### config.mk
export PLATFORM = sky130hd
export DESIGN_NAME = xbar_crossbar
export DESIGN_NICKNAME = d
export VERILOG_FILES = /design/src/rtl/xbar_pkg.sv /design/src/rtl/xbar_lowest_free.sv /design/src/rtl/xbar_oh2bin.sv /design/src/rtl/xbar_crossbar.sv
export SDC_FILE = /design/constraint.sdc
export NUM_CORES = 1
export LEC_CHECK = 0
export BUFFER_PORTS_ARGS = -buffer_cell sky130_fd_sc_hd__buf_2
export CORE_UTILIZATION = 35
export DETAILED_ROUTE_END_ITERATION = 12
export GPL_TIMING_DRIVEN = 1
export PLACE_DENSITY = 0.54
export SLEW_MARGIN = 15
export SYNTH_ARGS = -nofsm -noshare
export SYNTH_HDL_FRONTEND = slang
export SYNTH_SLANG_ARGS = --single-unit
### constraint.sdc
create_clock -name clk_i -period 0.8 [get_ports clk_i]
set_input_delay 0.04 -clock clk_i [delete_from_list [all_inputs] [get_ports clk_i]]
set_output_delay 0.04 -clock clk_i [all_outputs]
set_load 0.01 [all_outputs]
### src/rtl/xbar_pkg.sv
package xbar_pkg;
  localparam int unsigned XBAR_N_SIG  = 13;
  localparam int unsigned XBAR_N_PIN  = 8;
  localparam int unsigned XBAR_TX_PIN = 4;
  localparam int unsigned XBAR_RX_PIN = 5;

  typedef enum logic [3:0] {
    SIG_UART_TX   = 4'd0,
    SIG_UART_RX   = 4'd1,
    SIG_I2C_DATA  = 4'd2,
    SIG_I2C_CLOCK = 4'd3,
    SIG_CMP_SYNC  = 4'd4,
    SIG_CMP_ASYNC = 4'd5,
    SIG_CLK_OUT   = 4'd6,
    SIG_PCA_CH0   = 4'd7,
    SIG_PCA_CH1   = 4'd8,
    SIG_PCA_CH2   = 4'd9,
    SIG_PCA_ECLK  = 4'd10,
    SIG_TMR0_IN   = 4'd11,
    SIG_TMR1_IN   = 4'd12
  } sig_id_e;

  // First index placed by the sequential walk.
  localparam int unsigned XBAR_FIRST_SEQ = 2;
endpackage

### src/rtl/xbar_lowest_free.sv
module xbar_lowest_free #(
  parameter int unsigned N_PIN = 8
) (
  input  logic [N_PIN-1:0] busy_i,
  output logic [N_PIN-1:0] grant_o
);
  // Lowest clear bit: ~b & (b+1); all-busy wraps to zero.
  logic [N_PIN-1:0] inc;
  assign inc     = busy_i + N_PIN'(1);
  assign grant_o = ~busy_i & inc;
endmodule

### src/rtl/xbar_oh2bin.sv
module xbar_oh2bin #(
  parameter int unsigned N = 8,
  localparam int unsigned W = (N > 1) ? $clog2(N) : 1
) (
  input  logic [N-1:0] oh_i,
  output logic [W-1:0] bin_o
);
  always_comb begin
    bin_o = '0;
    for (int i = 0; i < N; i++) begin
      if (oh_i[i]) bin_o = bin_o | W'(i);
    end
  end
endmodule

### src/rtl/xbar_crossbar.sv
module xbar_crossbar
  import xbar_pkg::*;
#(
  parameter int unsigned N_SIG   = XBAR_N_SIG,
  parameter int unsigned N_PIN   = XBAR_N_PIN,
  parameter int unsigned TX_PIN  = XBAR_TX_PIN,
  parameter int unsigned RX_PIN  = XBAR_RX_PIN,
  parameter bit          REG_OUT = 1'b1,
  localparam int unsigned PIN_W  = $clog2(N_PIN),
  localparam int unsigned SEL_W  = $clog2(N_SIG + 1)
) (
  input  logic                   clk_i,
  input  logic                   rst_ni,
  input  logic [N_SIG-1:0]       sig_en_i,
  input  logic [N_PIN-1:0]       pin_skip_i,
  output logic [N_PIN*SEL_W-1:0] pin_sel_o,
  output logic [N_SIG*PIN_W-1:0] sig_pin_o,
  output logic [N_SIG-1:0]       sig_vld_o
);
  localparam int unsigned FS    = XBAR_FIRST_SEQ;
  localparam int unsigned N_SEQ = N_SIG - FS;

  logic [N_PIN-1:0] uart_mask;
  logic             uart_on;
  logic [N_PIN-1:0] grant [N_SIG];
  logic [N_PIN-1:0] busy  [N_SEQ+1];

  logic [N_PIN*SEL_W-1:0] sel_d;
  logic [N_SIG*PIN_W-1:0] pin_d;
  logic [N_SIG-1:0]       vld_d;

  assign uart_mask = (N_PIN'(1) << TX_PIN) | (N_PIN'(1) << RX_PIN);
  assign uart_on   = sig_en_i[SIG_UART_TX] | sig_en_i[SIG_UART_RX];

  // Fixed-location pair.
  assign grant[0] = sig_en_i[0] ? (N_PIN'(1) << TX_PIN) : '0;
  assign grant[1] = sig_en_i[1] ? (N_PIN'(1) << RX_PIN) : '0;

  // Reserved UART pins are preloaded as busy, just like skipped pins.
  assign busy[0] = pin_skip_i | (uart_on ? uart_mask : '0);

  for (genvar k = 0; k < N_SEQ; k++) begin : g_walk
    logic [N_PIN-1:0] cand;
    xbar_lowest_free #(.N_PIN(N_PIN)) u_free (
      .busy_i (busy[k]),
      .grant_o(cand)
    );
    assign grant[FS+k] = sig_en_i[FS+k] ? cand : '0;
    assign busy[k+1]   = busy[k] | grant[FS+k];
  end

  for (genvar i = 0; i < N_SIG; i++) begin : g_sig
    logic [PIN_W-1:0] idx;
    xbar_oh2bin #(.N(N_PIN)) u_enc (
      .oh_i (grant[i]),
      .bin_o(idx)
    );
    assign vld_d[i]                   = |grant[i];
    assign pin_d[i*PIN_W +: PIN_W]    = idx;
  end

  always_comb begin
    sel_d = '0;
    for (int p = 0; p < N_PIN; p++) begin
      for (int i = 0; i < N_SIG; i++) begin
        if (grant[i][p]) sel_d[p*SEL_W +: SEL_W] = sel_d[p*SEL_W +: SEL_W] | SEL_W'(i + 1);
      end
    end
  end

  if (REG_OUT) begin : g_reg
    always_ff @(posedge clk_i or negedge rst_ni) begin
      if (!rst_ni) begin
        pin_sel_o <= '0;
        sig_pin_o <= '0;
        sig_vld_o <= '0;
      end else begin
        pin_sel_o <= sel_d;
        sig_pin_o <= pin_d;
        sig_vld_o <= vld_d;
      end
    end
  end else begin : g_comb
    assign pin_sel_o = sel_d;
    assign sig_pin_o = pin_d;
    assign sig_vld_o = vld_d;
  end
endmodule

After elaboration in Yosys (flattened, before gate mapping)
Index checks and enable logic that the tools add are counted.
{"block": "classes", "addsub": 11, "muxes": 209, "bitwise_logic": 34, "n_reduce_logical": 13}
{"op": "$mux W3", "n": 84}
{"op": "$mux W4", "n": 48}
{"op": "$reduce_or A8 Y1", "n": 13}
{"op": "$add A8 B1 Y8 const B", "n": 11}
{"op": "$and A8 B8 Y8", "n": 11}
{"op": "$mux W8", "n": 11}
{"op": "$not A8 Y8", "n": 11}
{"op": "$mux W2", "n": 42}
{"op": "$or A8 B8 Y8", "n": 10}
{"op": "$mux W1", "n": 21}
{"op": "$mux W6", "n": 2}
{"op": "$or A8 B6 Y8", "n": 1}
{"op": "$mux W5", "n": 1}
{"op": "$or A1 B1 Y1", "n": 1}
{"block": "word_totals", "register_bits": 84, "inputBits": 23, "output_inout_bits": 84, "word_cells": 270}

Logic depth before layout (Yosys ltp)
Gate-level depths: netlist of run 1.
{"block": "depth", "depth_word": 53, "depth_mapped": 16, "depth_no_buf": 12}

Cells and area by module
Synthesis of run 1 repeated with hierarchy kept, for this count alone.
{"block": "hier_totals", "cells_unflattened": 586, "hier_area_um2": 5127.4}
{"mod": "xbar_crossbar", "instances": 1, "cells_each": 426, "area_each_um2": 4063.9, "seq_area_each_um2": 2102.0}
{"mod": "xbar_lowest_free", "instances": 11, "cells_each": 11, "area_each_um2": 70.1, "seq_area_each_um2": 0.0}
{"mod": "xbar_oh2bin", "instances": 13, "cells_each": 3, "area_each_um2": 22.5, "seq_area_each_um2": 0.0}

Worst setup path after synthesis of run 1
Ideal clock, no wire load.
{"block": "synth_timing", "kind": "input to register", "start": "in sig_en_i[5]", "end": "reg pin_sel_o[27]", "setup_ns": 0.140, "arrival_ns": 3.170, "t_required_ns": 0.660, "slack_ns": -2.510, "cell_stages": 15, "n_path_buf": 3, "path_cell_list": "buf_2 or4_4 or3_1 buf_2 o21a_1 a221o_1 o31ai_2 and3_1 buf_2 nor3_2 a211oi_1 o211ai_1 and3b_4 nor2_4 a41oi_1"}
{"block": "synth_via", "elab_chain_cells": 30, "word_cells_on_any_way": 42, "cone_classes": "add/sub: 7; mux: 14; bitwise: 21"}
{"element": "from (decl)", "line_no": "xbar_crossbar.sv:14", "rtl": "input logic [N_SIG-1:0] sig_en_i,"}
{"element": "$mux W8 (*)", "line_no": "xbar_crossbar.sv:48", "rtl": "assign grant[FS+k] = sig_en_i[FS+k] ? cand : '0;"}
{"element": "$or A8 B8 Y8 (*)", "line_no": "xbar_crossbar.sv:49", "rtl": "assign busy[k+1] = busy[k] | grant[FS+k];"}
{"element": "$add A8 B1 Y8 or $not A8 Y8 (tied branches)", "line_no": "xbar_lowest_free.sv:9, xbar_lowest_free.sv:10"}
{"element": "$and A8 B8 Y8", "line_no": "xbar_lowest_free.sv:10", "rtl": "assign grant_o = ~busy_i & inc;"}
{"element": "$mux W8", "line_no": "xbar_crossbar.sv:48"}
{"element": "$or A8 B8 Y8 (*)", "line_no": "xbar_crossbar.sv:49"}
{"element": "$add A8 B1 Y8 or $not A8 Y8 (tied branches)", "line_no": "xbar_lowest_free.sv:9, xbar_lowest_free.sv:10"}
{"element": "$and A8 B8 Y8", "line_no": "xbar_lowest_free.sv:10"}
{"element": "[... 15 more ...]"}
{"element": "$and A8 B8 Y8", "line_no": "xbar_lowest_free.sv:10"}
{"element": "$mux W8", "line_no": "xbar_crossbar.sv:48"}
{"element": "$or A8 B8 Y8", "line_no": "xbar_crossbar.sv:49"}
{"element": "$add A8 B1 Y8 or $not A8 Y8 (tied branches)", "line_no": "xbar_lowest_free.sv:9, xbar_lowest_free.sv:10"}
{"element": "$and A8 B8 Y8", "line_no": "xbar_lowest_free.sv:10"}
{"element": "$mux W8", "line_no": "xbar_crossbar.sv:48"}
{"element": "$mux W4 (*)", "line_no": "xbar_crossbar.sv:66", "rtl": "if (grant[i][p]) sel_d[p*SEL_W +: SEL_W] = sel_d[p*SEL_W +: SEL_W] | SEL_W'(i + 1);"}
{"element": "named net sel_d[27]", "line_no": "xbar_crossbar.sv:28", "rtl": "logic [N_PIN*SEL_W-1:0] sel_d;"}
{"element": "to (signal assigned)", "line_no": "xbar_crossbar.sv:78", "rtl": "pin_sel_o <= sel_d;"}
{"element": "to (decl)", "line_no": "xbar_crossbar.sv:16", "rtl": "output logic [N_PIN*SEL_W-1:0] pin_sel_o,"}
The timed path passes the listed nets; every way through them passes the cells marked *.

Final worst setup path of run 1
{"block": "layout_timing", "start": "in sig_en_i[2]", "end": "reg pin_sel_o[20]"}
{"block": "layout_via", "elab_chain_cells": 42, "word_cells_on_any_way": 62, "cone_classes": "add/sub: 10; mux: 22; bitwise: 30"}
{"element": "$mux W8 (*)", "line_no": "xbar_crossbar.sv:48"}
{"element": "$or A8 B8 Y8", "line_no": "xbar_crossbar.sv:49"}
{"element": "$add A8 B1 Y8 or $not A8 Y8 (tied branches)", "line_no": "xbar_lowest_free.sv:9, xbar_lowest_free.sv:10"}
{"element": "$and A8 B8 Y8", "line_no": "xbar_lowest_free.sv:10"}
{"element": "$mux W8", "line_no": "xbar_crossbar.sv:48"}
{"element": "$or A8 B8 Y8", "line_no": "xbar_crossbar.sv:49"}
{"element": "$add A8 B1 Y8 or $not A8 Y8 (tied branches)", "line_no": "xbar_lowest_free.sv:9, xbar_lowest_free.sv:10"}
{"element": "$and A8 B8 Y8", "line_no": "xbar_lowest_free.sv:10"}
{"element": "[... 27 more ...]"}
{"element": "$and A8 B8 Y8", "line_no": "xbar_lowest_free.sv:10"}
{"element": "$mux W8", "line_no": "xbar_crossbar.sv:48"}
{"element": "$or A8 B8 Y8", "line_no": "xbar_crossbar.sv:49"}
{"element": "$add A8 B1 Y8 or $not A8 Y8 (tied branches)", "line_no": "xbar_lowest_free.sv:9, xbar_lowest_free.sv:10"}
{"element": "$and A8 B8 Y8", "line_no": "xbar_lowest_free.sv:10"}
{"element": "$mux W8", "line_no": "xbar_crossbar.sv:48"}
{"element": "$mux W4 (*)", "line_no": "xbar_crossbar.sv:66"}
{"element": "named net sel_d[20]", "line_no": "xbar_crossbar.sv:28"}
Marked as above.

==> metrics.csv, run 1 <==
metric,value,unit
Routed WL per cell,21.12,um
hold_sp,sig_en_i[11],
total track usage,35.12,%
syn_area_per_cell,8.212,sq um
Initial Utilization,35.73,%
post-route setup slack,-2.315,ns
Switch Pwr,6.059,mW
# rows,47,
Routed WL,30.90,mm
initial DRC count,527,
number of buffers created by CTS,9,
Final nets,1261,
Logic pwr share,46.2,%
Final period util,389.4,%
die width,131.9,um
f_max,321.0,MHz
IO Port Bufs,103,
Hold Crit Class,in -> reg,
layout cells sized above 1,67.90,%
"Top cell by count, worst path",buf_6,
die area,0.01739,sq mm
number of unique standard cell types used by synthesis,104,
hold path depth,3,
Startpoint Class,input port,
kind of critical path,in -> reg,
worst-path cell chain,buf_12 > or4_4 > or3_4 > buf_6 > o311ai_4 > buf_6 > o21ai_4 > nor3_4 > buf_4 > a31oi_2 > a21oi_1 > nor3_2 > o21ai_1 > a21oi_4 > nor2_4 > nand4_1,
Post-synth EDFFs,0,
via count,8331,
vias in the first global route,8483,
global-route wire length before repair,47.24,mm
clock share of power,27.5,%
Async SR Flop Fraction,100.0,%
final setup TNS,-136.56,ns
Pint,10.93,mW
Yosys warnings,0,
Placement Cell Area,0.009629,sq mm
TritonCTS clock tree,yes,
"Remaining Overflow, GRT",0,
DP Worst Slack,-2.954,ns
maximum VDD drop,932.5,uV
status,"complete, but fails checks",
diodes inserted,0,
"Slew Viols, Final",0,
CTS Buffer Depth,2,
Worst-path clk slew,0.07,ns
crit path buf inv count,4,
CTS H-tree lvls,3,
GR Util met1,43.67,%
final setup fails,156,
I/O pin count,107,
failing checks,negative setup slack,
Synth Register Bits,78,
"delay-heaviest family, CP",simple AND/OR/NAND/NOR gates,
Max stage delay on crit path,0.55,ns
Worst Setup SP,sig_en_i[2],
Layout area overhead,114.0,%
DR pass1 iterations,5,
dominant synthesized flop cell,dfrtp_1,
static leakage,5.819,nW
CP max FO,6,
WHS Endpoint,sig_vld_o[11],
"Hold Vio Cnt, Final",0,
post-route non-filler standard cell count,1463,
Die Ht,131.9,um
DPL Wire Length,22.35,mm
GR Util met3,5.652,%
RSZ-0062 raised after global routing,yes,
Worst-Margin Slew,0.8900,ns
gr busiest metal,met2,
initial antenna violation count,0,
switch share,35.66,%
CTS sink cnt,78,
Via density,5.694,
Fillers,1146,
DRC viols,0,
largest net degree at the start of global routing,39,
Cells after Synth,719,
Worst Path Required,0.99,ns
Detail Route Antenna Nets,0,
GP Congestion,0.9655,
crit end category,flip-flop,
Root Buffer,clkbuf_16,
Sequential Power Share,26.2,%
Max Cap Viol,0,
WP depth,16,
slowest cell on the critical path,or4_4,
register area share after synthesis,33.06,%
"Data arrival, critical path",3.31,ns
cell count after placement,1348,
Syn Std Cell Area,0.005904,sq mm
Core Region,0.01652,sq mm
post-route minimum period,3.115,ns
Slew headroom,39.91,%
fin area,0.01264,sq mm
M2 GR Usage,58.82,%
Pwr Density,1345,mW/mm^2
[synthesized netlist by cell type (10+ instances only)]
cell,number,area share [%]
a211oi_1,11,1.4
a21oi_1,40,3.4
a31oi_1,12,1.3
buf_2,14,1.2
clkbuf_1,20,1.3
dfrtp_1,78,33
inv_1,13,0.83
nand2_1,88,5.6
nand3_1,31,2.6
nand4_1,10,1.1
nor2_1,70,4.5
nor3_1,32,2.7
o211ai_1,16,2.0
o21a_1,11,1.4
o21ai_0,49,4.2
[layer usage]
layer  wire length [um]  vias to the layer above
met1              12770                     4151
met3               1587                       78
li1                   -                     3772
met5                  0                        -
met2              15140                      330
met4               1401                        0
[state kept, by name, indices dropped and copies added, names as in the netlist]
signal / flops
pin_sel_o: 32
sig_pin_o: 33
sig_vld_o: 13
[logic make-up after synthesis]
kind of cell / synth area share (%)
xor+xnor: 1.187
other cells: 0.06351
compound gates: 33.44
buf+inv: 4.874
simple gates: 25.79
mux: 0.1695
flops: 33.06
fa+ha+maj: 1.420
[power groups by stage]
| stage | Sequential [mW] | Combinational, mW | Clock, mW |
|---|---|---|---|
| 2_1_floorplan | 4.77 | 2.43 | 0 |
| 3_3_place_gp | 4.51 | 5.63 | 0 |
| 3_5_place_dp | 4.53 | 5.67 | 0 |
| 4_1_cts | 4.46 | 7.18 | 4.75 |
| 5_1_grt | 4.50 | 8.24 | 4.92 |
| 6_report | 4.46 | 7.85 | 4.68 |
[area by class of cell]
class / count / area (sq um) / share of cell area [%]
well taps: 220 / 275.3 / 2.178
flip-flops and latches: 78 / 1952 / 15.45
repair buffers: 552 / 4547 / 35.98
clock inverters: 7 / 105.1 / 0.8318
clock buffers: 9 / 225.2 / 1.782
multi-input cells: 583 / 5474 / 43.32
inverters: 14 / 57.56 / 0.4555
[timing repair]
item,in CTS,in global routing
endpoints found under the hold margin,80,0
gates cloned,3,0
pin swaps,128,72
endpoints found under the setup margin,157,157
hold buffers,3,0
resized for setup,318,100
setup buffers,75,46
[placed cells by master (no fill, tap or decap), drive strengths merged, types with 11 or more instances in the layout]
cell / synthesis / final
buf: 26 / 549
nand2: 91 / 91
dfrtp: 78 / 78
nor2: 72 / 72
o21ai: 61 / 61
a21oi: 41 / 41
nor3: 37 / 37
nand3: 32 / 32
o211ai: 17 / 17
inv: 13 / 17
a31oi: 14 / 14
a211oi: 13 / 13
o21a: 11 / 11
o31ai: 11 / 11
[worst max-delay path by stage]
stage | endpoint | slack (ns)
floorplan | sig_pin_o[37] | -2.40
global placement | pin_sel_o[20] | -2.92
detailed placement | pin_sel_o[20] | -2.95
CTS | pin_sel_o[27] | -2.16
global route | pin_sel_o[20] | -2.39
finish | pin_sel_o[20] | -2.32
[metrics by stage]
stage / power [mW] / hold slack, ns / util, %
6_report: 16.99 / 0.05230 / 76.47
5_1_grt: 17.65 / 0.05578 / 76.47
4_1_cts: 16.39 / 0.05201 / 72.60
3_5_place_dp: 10.20 / -0.1061 / 58.27
3_3_place_gp: 10.14 / -0.1072 / 58.27
2_1_floorplan: 7.204 / -0.2556 / -
(Power assumes the default switching activity.)
==> run 2, diff against run 1 <==
Settings changed: CELL_PAD_IN_SITES_DETAIL_PLACEMENT set to 1, CELL_PAD_IN_SITES_GLOBAL_PLACEMENT set to 1, PLACE_DENSITY 0.54 to 0.7.
==> run 2 against run 1 <==
  * The flow now stops in global routing (5_1_grt)
  * Area after synthesis unchanged
  * Synthesized cell count unchanged
==> metrics.csv, run 2 <==
metric,value,unit
CTS sink cnt,78,
number of unique standard cell types used by synthesis,104,
Initial Utilization,35.73,%
register area share after synthesis,33.06,%
dominant synthesized flop cell,dfrtp_1,
syn_area_per_cell,8.212,sq um
"Remaining Overflow, GRT",667,
DPL Wire Length,25.57,mm
Yosys warnings,0,
IO Port Bufs,103,
top-count cell post-synth,nand2_1,
largest net degree at the start of global routing,79,
die width,131.9,um
Run Error,[ERROR GRT-0232] Routing congestion too high. Check the congestion heatmap in the GUI.,
Post-synth EDFFs,0,
Die Ht,131.9,um
GP Congestion,0.9642,
Synth Register Bits,78,
Worst EP Category,register data pin,
number of buffers created by CTS,9,
CTS H-tree lvls,3,
Syn Std Cell Area,0.005904,sq mm
Async SR Flop Fraction,100.0,%
DP Worst Slack,-2.940,ns
Root Buffer,clkbuf_16,
# rows,47,
status,stopped before the end,
Crit. endpoint post-GRT repair,pin_sel_o[28]$_DFF_PN0_/D,
CTS Buffer Depth,2,
Failed at,global routing (5_1_grt),
Synth top cells by count,"nand2_1, dfrtp_1, nor2_1",
"top cells by area, synth","dfrtp_1, nand2_1, nor2_1",
Cells after Synth,719,
Yosys top cell area share,33.06,%
total track usage,89.85,%
I/O pin count,107,
leading area contributor after synthesis,dfrtp_1,
-- run 2: what timing repair did --
item	4_1_cts
gates cloned	3
endpoints found under the hold margin	79
endpoints found under the setup margin	157
pin swaps	113
resized for setup	310
hold buffers	2
setup buffers	77
-- run 2: metal layers --
metal | track usage, % | overflow
met4 | 100.1 | 172
met3 | 66.28 | 3
met2 | 111.0 | 487
met1 | 89.40 | 5
met5 | 20.83 | 0
-- run 2: per-stage QoR --
step	instances	util, %	area [sq um]
2_1_floorplan	721	-	6429
3_3_place_gp	1351	58.11	9602
3_5_place_dp	1351	58.11	9602
4_1_cts	1442	72.35	11960
-- run 2: cell families after synthesis --
group | Yosys count | share of synthesized area (%)
xor+xnor | 8 | 1.187
flops | 78 | 33.06
simple gates | 302 | 25.79
buf+inv | 60 | 4.874
fa+ha+maj | 8 | 1.420
mux | 1 | 0.1695
compound gates | 261 | 33.44
other cells | 1 | 0.06351
==> run 3, diff against run 2 <==
Settings changed: CELL_PAD_IN_SITES_DETAIL_PLACEMENT 1 to unset, CELL_PAD_IN_SITES_GLOBAL_PLACEMENT 1 to unset, CORE_UTILIZATION 35 to 20, PLACE_DENSITY 0.7 to unset, PLACE_DENSITY_LB_ADDON set to 0.15.
Clock period 0.8 ns to 1.05 ns, I/O delays scaled along.
==> run 3 against run 2 <==
  * The flow now finishes, with violations (negative setup slack)
==> metrics.csv, run 3 (synthesized netlist as in run 1, its figures left out) <==
metric,value,unit
I/O pin count,107,
most frequent cells in the layout,"buf_4, buf_2, dfrtp_1, nand2_1, buf_6",
Startpoint Class,input port,
Layout area overhead,103.5,%
Routed WL,29.82,mm
Largest regs,"sig_pin_o (33), pin_sel_o (32), sig_vld_o (13)",
DP Worst Slack,-2.527,ns
maximum VDD drop,686.1,uV
status,"complete, but fails checks",
Largest Register,sig_pin_o,
Hold Crit Class,in -> reg,
DRC viols,0,
Core Region,0.02886,sq mm
Final period util,290.4,%
post-route non-filler standard cell count,1593,
"Slew Viols, Final",0,
static leakage,5.486,nW
f_max,327.9,MHz
IO Port Bufs,103,
CTS Buffer Depth,2,
Initial Utilization,20.46,%
kind of critical path,in -> reg,
CTS sink cnt,78,
Detail Route Antenna Nets,0,
failing checks,negative setup slack,
initial antenna violation count,1,
layout cells sized above 1,64.16,%
total track usage,19.90,%
via count,7664,
Final nets,1227,
"Data arrival, critical path",3.34,ns
CTS H-tree lvls,3,
die width,173.8,um
largest net degree at the start of global routing,42,
GP Congestion,0.8946,
post-route setup slack,-1.999,ns
Largest register FFs,33,
crit end category,flip-flop,
RSZ-0062 raised after global routing,yes,
Final Power,12.40,mW
Root Buffer,clkbuf_16,
cell count after placement,1495,
vias in the first global route,7862,
final core occ,41.64,%
DPL Wire Length,23.80,mm
Max Cap Viol,0,
Fillers,2946,
initial DRC count,366,
Pwr Density,1032,mW/mm^2
"leading cell type in the layout, fill and taps excluded",buf_4,
global-route wire length before repair,46.37,mm
Die Ht,173.8,um
"Hold Vio Cnt, Final",0,
number of buffers created by CTS,9,
post-route minimum period,3.049,ns
DR pass1 iterations,5,
CP max FO,6,
Via density,4.811,
# rows,62,
Routed WL per cell,18.72,um
Worst-path clk slew,0.07,ns
final setup fails,73,
final setup TNS,-110.47,ns
"Remaining Overflow, GRT",0,
Worst Path Required,1.34,ns
TritonCTS clock tree,yes,
die area,0.03021,sq mm
run 3: repair_timing:
action / in CTS / in global routing
pin swaps: 95 / 48
endpoints found under the setup margin: 74 / 75
hold buffers: 4 / 0
hold endpoints to repair: 81 / 0
resized for setup: 236 / 68
buffers inserted: 69 / 22
cloned: 1 / 0
run 3: worst paths after layout:
path | from | end | slack [ns] | cells after the start
worst min-delay path | sig_en_i[1] | pin_sel_o[21] | 0.09 | 3
max in group asynchronous | rst_ni | sig_pin_o[15] | 0.47 | 3
worst max-delay path | sig_en_i[2] | sig_vld_o[10] | -2.00 | 16
min in group asynchronous | rst_ni | sig_pin_o[34] | 0.10 | 2
run 3: critical path, cell delays in order:
cell and delay, ns:
buf_12 0.11, or4_4 0.57, or3_4 0.37, o21a_1 0.21, a221o_2 0.42, buf_4 0.16, o21ai_4 0.17, a21oi_2 0.07
buf_6 0.15, o21ai_2 0.06, buf_6 0.13, buf_4 0.11, nand2_2 0.07, a221o_1 0.42, o21ai_2 0.12, nand2b_1 0.13
run 3: report_power, final:
group,switching [mW],internal (mW),total [mW],leakage (nW)
registers,0.0795,3.32,3.40,1.02
clock network,1.38,2.07,3.45,0.155
logic,2.87,2.68,5.55,4.31
total,4.33,8.07,12.4,5.49
run 3: area by class of cell:
cell class	instances	area, sq um	share of cell area (%)
diodes	1	2.502	0.02083
clock buffers	9	225.2	1.874
clock inverters	6	87.58	0.7289
inverters	14	58.81	0.4894
multi-input cells	583	5140	42.78
flip-flops and latches	78	1952	16.24
well taps	384	480.5	3.999
repair buffers	518	4069	33.86
run 3: stage by stage:
stage | area [sq um] | hold WS, ns
6_report | 12020 | 0.08839
5_1_grt | 12020 | 0.1163
4_1_cts | 11640 | 0.08597
3_5_place_dp | 9672 | -0.07803
3_3_place_gp | 9672 | -0.07740
2_1_floorplan | 6409 | -0.2431
run 3: per-layer routing:
metal / track usage [%] / part of all wire (%)
met5: 0 / 0
met4: 4.203 / 2.0
met3: 2.325 / 2.9
met2: 33.28 / 48
met1: 27.37 / 48
